### config.mk
export PLATFORM = sky130hd
export DESIGN_NAME = adc_frame_ctrl
export DESIGN_NICKNAME = d
export VERILOG_FILES = /design/src/rtl/adc_frame_pkg.sv /design/src/rtl/adc_phase_timer.sv /design/src/rtl/adc_frame_shift.sv /design/src/rtl/adc_result_reg.sv /design/src/rtl/adc_frame_ctrl.sv
export SDC_FILE = /design/constraint.sdc
export NUM_CORES = 1
export LEC_CHECK = 0
export BUFFER_PORTS_ARGS = -buffer_cell sky130_fd_sc_hd__clkbuf_2
export CORE_ASPECT_RATIO = 1.25
export CORE_MARGIN = 4
export CORE_UTILIZATION = 38
export CTS_CLUSTER_DIAMETER = 40
export DETAILED_ROUTE_END_ITERATION = 8
export GPL_TIMING_DRIVEN = 0
export PLACE_DENSITY = 0.67
export SLEW_MARGIN = 10
export SYNTH_ARGS = -nofsm -noshare
export SYNTH_HDL_FRONTEND = slang
export SYNTH_SLANG_ARGS = --single-unit
### constraint.sdc
create_clock -name clk_i -period 1.8 [get_ports clk_i]
set_clock_uncertainty 0.1 [all_clocks]
set_input_delay 0.09 -clock clk_i [delete_from_list [all_inputs] [get_ports clk_i]]
set_output_delay 0.09 -clock clk_i [all_outputs]
set_load 0.02 [all_outputs]
### src/rtl/adc_frame_pkg.sv
package adc_frame_pkg;
  localparam int FRAME_BITS = 16;
  localparam int TAG_W      = 4;
  localparam int SMP_W      = 12;

  typedef struct packed {
    logic       seq;
    logic [3:0] chan;
    logic       shadow;
    logic       range;
    logic       twos;
  } ctl_t;

  typedef enum logic [2:0] {
    ST_IDLE,
    ST_SETUP,
    ST_LOW,
    ST_HIGH,
    ST_DONE,
    ST_QUIET
  } fsm_e;

  function automatic logic [FRAME_BITS-1:0] pack_ctl(ctl_t c);
    return {c, {(FRAME_BITS - $bits(ctl_t)){1'b0}}};
  endfunction
endpackage

### src/rtl/adc_phase_timer.sv
module adc_phase_timer #(
  parameter int HALF_DIV = 2
) (
  input  logic clk_i,
  input  logic rst_ni,
  input  logic run_i,
  output logic tick_o
);
  localparam int CW = (HALF_DIV > 1) ? $clog2(HALF_DIV) : 1;

  logic [CW-1:0] cnt_q;

  assign tick_o = run_i && (cnt_q == CW'(HALF_DIV - 1));

  always_ff @(posedge clk_i or negedge rst_ni) begin
    if (!rst_ni)                cnt_q <= '0;
    else if (!run_i || tick_o)  cnt_q <= '0;
    else                        cnt_q <= cnt_q + 1'b1;
  end
endmodule

### src/rtl/adc_frame_shift.sv
module adc_frame_shift #(
  parameter int W = 16
) (
  input  logic         clk_i,
  input  logic         rst_ni,
  input  logic         load_i,
  input  logic [W-1:0] load_val_i,
  input  logic         step_i,
  input  logic         sdo_i,
  output logic         sdi_o,
  output logic [W-1:0] rx_o
);
  logic [W-1:0] tx_q, rx_q;

  always_ff @(posedge clk_i or negedge rst_ni) begin
    if (!rst_ni) begin
      tx_q <= '0;
      rx_q <= '0;
    end else if (load_i) begin
      tx_q <= load_val_i;
      rx_q <= '0;
    end else if (step_i) begin
      tx_q <= {tx_q[W-2:0], 1'b0};
      rx_q <= {rx_q[W-2:0], sdo_i};
    end
  end

  assign sdi_o = tx_q[W-1];
  assign rx_o  = rx_q;
endmodule

### src/rtl/adc_result_reg.sv
module adc_result_reg
  import adc_frame_pkg::*;
#(
  parameter int RES_W = 16
) (
  input  logic                  clk_i,
  input  logic                  rst_ni,
  input  logic                  load_i,
  input  logic [FRAME_BITS-1:0] frame_i,
  input  logic                  twos_i,
  input  logic                  ready_i,
  output logic                  valid_o,
  output logic [TAG_W-1:0]      chan_o,
  output logic [RES_W-1:0]      sample_o,
  output logic                  twos_o
);
  logic [SMP_W-1:0] raw;
  logic [RES_W-1:0] ext;

  assign raw = frame_i[SMP_W-1:0];

  if (RES_W > SMP_W) begin : g_ext
    assign ext = twos_i ? {{(RES_W - SMP_W){raw[SMP_W-1]}}, raw}
                        : {{(RES_W - SMP_W){1'b0}}, raw};
  end else begin : g_flat
    assign ext = raw[RES_W-1:0];
  end

  always_ff @(posedge clk_i or negedge rst_ni) begin
    if (!rst_ni) begin
      valid_o  <= 1'b0;
      chan_o   <= '0;
      sample_o <= '0;
      twos_o   <= 1'b0;
    end else if (load_i) begin
      valid_o  <= 1'b1;
      chan_o   <= frame_i[FRAME_BITS-1 -: TAG_W];
      sample_o <= ext;
      twos_o   <= twos_i;
    end else if (ready_i) begin
      valid_o  <= 1'b0;
    end
  end
endmodule

### src/rtl/adc_frame_ctrl.sv
module adc_frame_ctrl
  import adc_frame_pkg::*;
#(
  parameter int HALF_DIV  = 2,
  parameter int QUIET_CYC = 4,
  parameter int RES_W     = 16
) (
  input  logic             clk_i,
  input  logic             rst_ni,
  input  logic             start_i,
  input  logic [3:0]       cfg_chan_i,
  input  logic             cfg_seq_i,
  input  logic             cfg_shadow_i,
  input  logic             cfg_range_i,
  input  logic             cfg_twos_i,
  output logic             adc_cs_no,
  output logic             adc_sclk_o,
  output logic             adc_sdi_o,
  input  logic             adc_sdo_i,
  output logic             res_valid_o,
  input  logic             res_ready_i,
  output logic [3:0]       res_chan_o,
  output logic [RES_W-1:0] res_sample_o,
  output logic             res_twos_o
);
  localparam int BW = $clog2(FRAME_BITS);
  localparam int QW = (QUIET_CYC > 1) ? $clog2(QUIET_CYC) : 1;

  fsm_e            st_q;
  logic            cs_n_q, sclk_q;
  logic [BW-1:0]   bit_q;
  logic [QW-1:0]   quiet_q;
  logic            tw_pend_q, tw_cur_q;
  logic            run, tick, step, start_go, load_res, last_bit;
  logic [FRAME_BITS-1:0] rx;
  ctl_t            ctl;

  assign ctl      = '{seq: cfg_seq_i, chan: cfg_chan_i, shadow: cfg_shadow_i,
                      range: cfg_range_i, twos: cfg_twos_i};
  assign run      = (st_q == ST_SETUP) || (st_q == ST_LOW) || (st_q == ST_HIGH);
  assign step     = (st_q == ST_LOW) && tick;
  assign last_bit = (bit_q == BW'(FRAME_BITS - 1));
  assign load_res = (st_q == ST_DONE);
  // result slot counts as free in the cycle the consumer takes it
  assign start_go = (st_q == ST_IDLE) && start_i && (!res_valid_o || res_ready_i);

  adc_phase_timer #(.HALF_DIV(HALF_DIV)) u_timer (
    .clk_i  (clk_i),
    .rst_ni (rst_ni),
    .run_i  (run),
    .tick_o (tick)
  );

  adc_frame_shift #(.W(FRAME_BITS)) u_shift (
    .clk_i      (clk_i),
    .rst_ni     (rst_ni),
    .load_i     (start_go),
    .load_val_i (pack_ctl(ctl)),
    .step_i     (step),
    .sdo_i      (adc_sdo_i),
    .sdi_o      (adc_sdi_o),
    .rx_o       (rx)
  );

  adc_result_reg #(.RES_W(RES_W)) u_res (
    .clk_i    (clk_i),
    .rst_ni   (rst_ni),
    .load_i   (load_res),
    .frame_i  (rx),
    .twos_i   (tw_cur_q),
    .ready_i  (res_ready_i),
    .valid_o  (res_valid_o),
    .chan_o   (res_chan_o),
    .sample_o (res_sample_o),
    .twos_o   (res_twos_o)
  );

  always_ff @(posedge clk_i or negedge rst_ni) begin
    if (!rst_ni) begin
      st_q      <= ST_IDLE;
      cs_n_q    <= 1'b1;
      sclk_q    <= 1'b1;
      bit_q     <= '0;
      quiet_q   <= '0;
      tw_pend_q <= 1'b0;
      tw_cur_q  <= 1'b0;
    end else begin
      case (st_q)
        ST_IDLE: if (start_go) begin
          st_q      <= ST_SETUP;
          cs_n_q    <= 1'b0;
          bit_q     <= '0;
          // converter applies a control word only after its frame ends
          tw_cur_q  <= tw_pend_q;
          tw_pend_q <= cfg_twos_i;
        end
        ST_SETUP: if (tick) begin
          sclk_q <= 1'b0;
          st_q   <= ST_LOW;
        end
        ST_LOW: if (tick) begin
          sclk_q <= 1'b1;
          st_q   <= ST_HIGH;
        end
        ST_HIGH: if (tick) begin
          if (last_bit) begin
            cs_n_q <= 1'b1;
            st_q   <= ST_DONE;
          end else begin
            sclk_q <= 1'b0;
            bit_q  <= bit_q + 1'b1;
            st_q   <= ST_LOW;
          end
        end
        ST_DONE: begin
          quiet_q <= '0;
          st_q    <= ST_QUIET;
        end
        ST_QUIET: begin
          if (quiet_q == QW'(QUIET_CYC - 1)) st_q <= ST_IDLE;
          else                               quiet_q <= quiet_q + 1'b1;
        end
        default: st_q <= ST_IDLE;
      endcase
    end
  end

  assign adc_cs_no  = cs_n_q;
  assign adc_sclk_o = sclk_q;
endmodule

==> results.sh <==
export IMPL_port_buffers=37
export IMPL_syn_inst=219
export IMPL_antenna_found_initial=0
export IMPL_synth_seq_cells=57
export IMPL_cts_max_level=3
export IMPL_dieArea_um2=7810
export IMPL_cts_sinks=57
export IMPL_setup_viol=0
export IMPL_slew_headroom_pct=47.9
export IMPL_r2r_slack_ps=90
export IMPL_yosysTopAreaCellShare_pct=56.1
export IMPL_rows=32
export IMPL_arrival_ps=1830
export IMPL_syn_cell_area_um2=2450
export IMPL_drive_gt1_share_pct=33.9
export IMPL_grt_pass1_wl_um=8380
export IMPL_ant_nets=0
export IMPL_start_kind="register"
export IMPL_via_per_inst=4.98
export IMPL_critPathKind="reg -> reg"
export IMPL_yosysTopAreaCell="dfrtp_1"
export IMPL_synth_fp_nets=234
export IMPL_synthArstFlopShare_pct=100
export IMPL_worstReg2RegEnd="u_res.chan_o[0]$_DFFE_PN0P_"
export IMPL_p_leak_nw=1.58
export IMPL_drt_first_pass_iters=4
export IMPL_core_um2=6210
export IMPL_ir_worst_vdd_mv=0.664
export IMPL_n_antenna_cell=0
export IMPL_insertion_delay_ps=340
export IMPL_cts_tree="done"
export IMPL_post_route_period_util_pct=94.8
export IMPL_status="completed"
export IMPL_max_cap_violations=0
export IMPL_via_count=1831
export IMPL_syn2layout_area_growth_pct=26.4
export IMPL_synth_area_leaders="dfrtp_1 56%, mux2_2 9.2%, nand2_1 6.7%, o21ai_0 4.7%, a22o_1 3.2%"
export IMPL_yosys_warnings=0
export IMPL_finalHoldViolCount=0
export IMPL_slew_violations=0
export IMPL_clockBufferDepth=2
export IMPL_overflow=0
export IMPL_gp_congestion=0.789
export IMPL_postLayoutSetupSlackWorst_ps=93.6
export IMPL_wl_per_cell_um=13.2
export IMPL_cts_root_buf="clkbuf_8"
export IMPL_grt_pass1_vias=1875
export IMPL_initial_core_util_pct=39.5
export IMPL_fp_dieW_um=79.9
export IMPL_nets=293
export IMPL_synth_avg_cell_area_um2=11.2
export IMPL_r2r_cells=5
export IMPL_max_slew_worst_pin_slew_ps=781
export IMPL_cp_required_ps=1920
export IMPL_drc=0
export IMPL_fin_util_pct=50.0
export IMPL_die_h_um=97.8
export IMPL_startpoint="st_q[1]$_DFFE_PN0P_"
export IMPL_numCtsBuffers=9
export IMPL_path_max_fanout=10
export IMPL_wl_um=4870
export IMPL_layout_common_cells="54 x dfrtp_1, 44 x nand2_1, 37 x clkbuf_2"
export IMPL_layout_commonest_cell="dfrtp_1"
export IMPL_r2r_start="st_q[1]$_DFFE_PN0P_"
export IMPL_synth_ff_type="dfrtp_1"
export IMPL_drtIter0Drc=84
export IMPL_fmax_mhz=586
export IMPL_ios=38
export IMPL_dp_final_hpwl_um=3200
export IMPL_synth_edff_count=0
export IMPL_grt_usage_pct=13.7
export IMPL_place_worst_setup_slack_ps=-118
export IMPL_clk_pin_slew_ps=60
export IMPL_critPathCapture="u_res.chan_o[0]$_DFFE_PN0P_"
export IMPL_grt_max_degree=58
export IMPL_cp_end_kind="register"
export IMPL_period_minus_slack_ps=1710
export IMPL_synth_seq_area_share_pct=58.2
export IMPL_synth_cell_types=37
export IMPL_hold_path_class="in -> reg"
export IMPL_power_density_nw_per_um2=1300
==> synthesized netlist by cell type, types with 2 or more instances <==
| cell type | number |
|---|---|
| a22o_1 | 9 |
| clkbuf_1 | 2 |
| nor3_1 | 3 |
| o21ai_0 | 23 |
| a31oi_1 | 2 |
| mux2_2 | 20 |
| nor2_2 | 2 |
| and3_1 | 2 |
| nand2b_1 | 4 |
| buf_2 | 6 |
| dfrtp_1 | 55 |
| a21o_1 | 9 |
| nand3_1 | 2 |
| buf_4 | 7 |
| nor2_1 | 6 |
| nand2_1 | 44 |
| dfstp_2 | 2 |
| ha_1 | 2 |
==> area by class of cell <==
type                            instances  area [um2]
Fill cell                             567        3100
Timing Repair Buffer                   48         295
Clock buffer                           11         131
Buffer                                 15         101
Sequential cell                        57        1430
Clock inverter                          5        80.1
Multi-Input combinational cell        147         957
Tap cell                               85         106
==> repair_timing <==
action / in CTS / in global routing
hold buffers: 10 / 0
buffers inserted: 1 / 0
setup endpoints to repair: 20 / 21
resized for setup: 2 / 10
pin swaps: 1 / 0
endpoints found under the hold margin: 65 / 0
==> cells by family after synthesis <==
family	count (synthesis)	synth area share (%)
xor+xnor	1	0.357
flops	57	58.2
fa+ha+maj	2	1.02
simple gates	69	12.6
compound gates	54	14.5
buf+inv	15	3.67
mux	21	9.59
==> through the flow <==
step	hold WS (ps)	instance area (um2)	TNS [ps]	instances	power, mW
floorplan	-306	2450	0	219	2.44
global placement	209	2750	-1030	341	2.67
detailed placement	144	2750	-1230	341	2.71
CTS	52.9	3070	0	368	4.04
global route	103	3100	-10.5	368	4.32
finish	50.9	3100	0	368	4.04
==> how the worst min path moves through the flow <==
stage,cells past startpoint,endpoint,startpoint,slack [ps]
floorplan,0,bit_q[0]$_DFFE_PN0P_,rst_ni,-310
CTS,3,u_res.valid_o$_DFFE_PN0P_,res_ready_i,50
global placement,3,u_shift.rx_o[0]$_DFFE_PN0P_,adc_sdo_i,210
finish,3,u_res.valid_o$_DFFE_PN0P_,res_ready_i,50
detailed placement,1,u_res.chan_o[3]$_DFFE_PN0P_,rst_ni,140
global route,3,u_res.valid_o$_DFFE_PN0P_,res_ready_i,100
==> metal layers <==
layer / global-route usage (%) / part of all wire (%) / vias to the layer above
li1: - / - / 882
met5: 0 / 0 / -
met4: 8.19 / 2.5 / 0
met1: 16.4 / 45 / 903
met3: 3.51 / 4.3 / 12
met2: 21.9 / 49 / 34
==> state kept, by name, summed over array words and instances, names as in the netlist <==
name	flops
adc_sclk_o	1
st_q	3
tw_pend_q	1
u_timer.cnt_q	1
bit_q	4
adc_cs_no	1
u_shift.tx_q	8
u_res.sample_o	13
u_res.chan_o	4
u_shift.rx_o	16
tw_cur_q	1
u_res.twos_o	1
quiet_q	2
u_res.valid_o	1
==> critical path, stage by stage, from the launching register on <==
cell	delay [ps]
dfrtp_1	370
buf_4	170
nand2b_2	240
nor2_4	160
buf_4	200
mux2_2	340
==> where the power goes <==
group          switching, mW  internal (mW)  total (mW)
sequential             0.211           1.57        1.78
combinational          0.578          0.387       0.965
clock                  0.516          0.777        1.29
total                   1.31           2.74        4.04
Note: power is estimated with default switching activity, not from simulation.
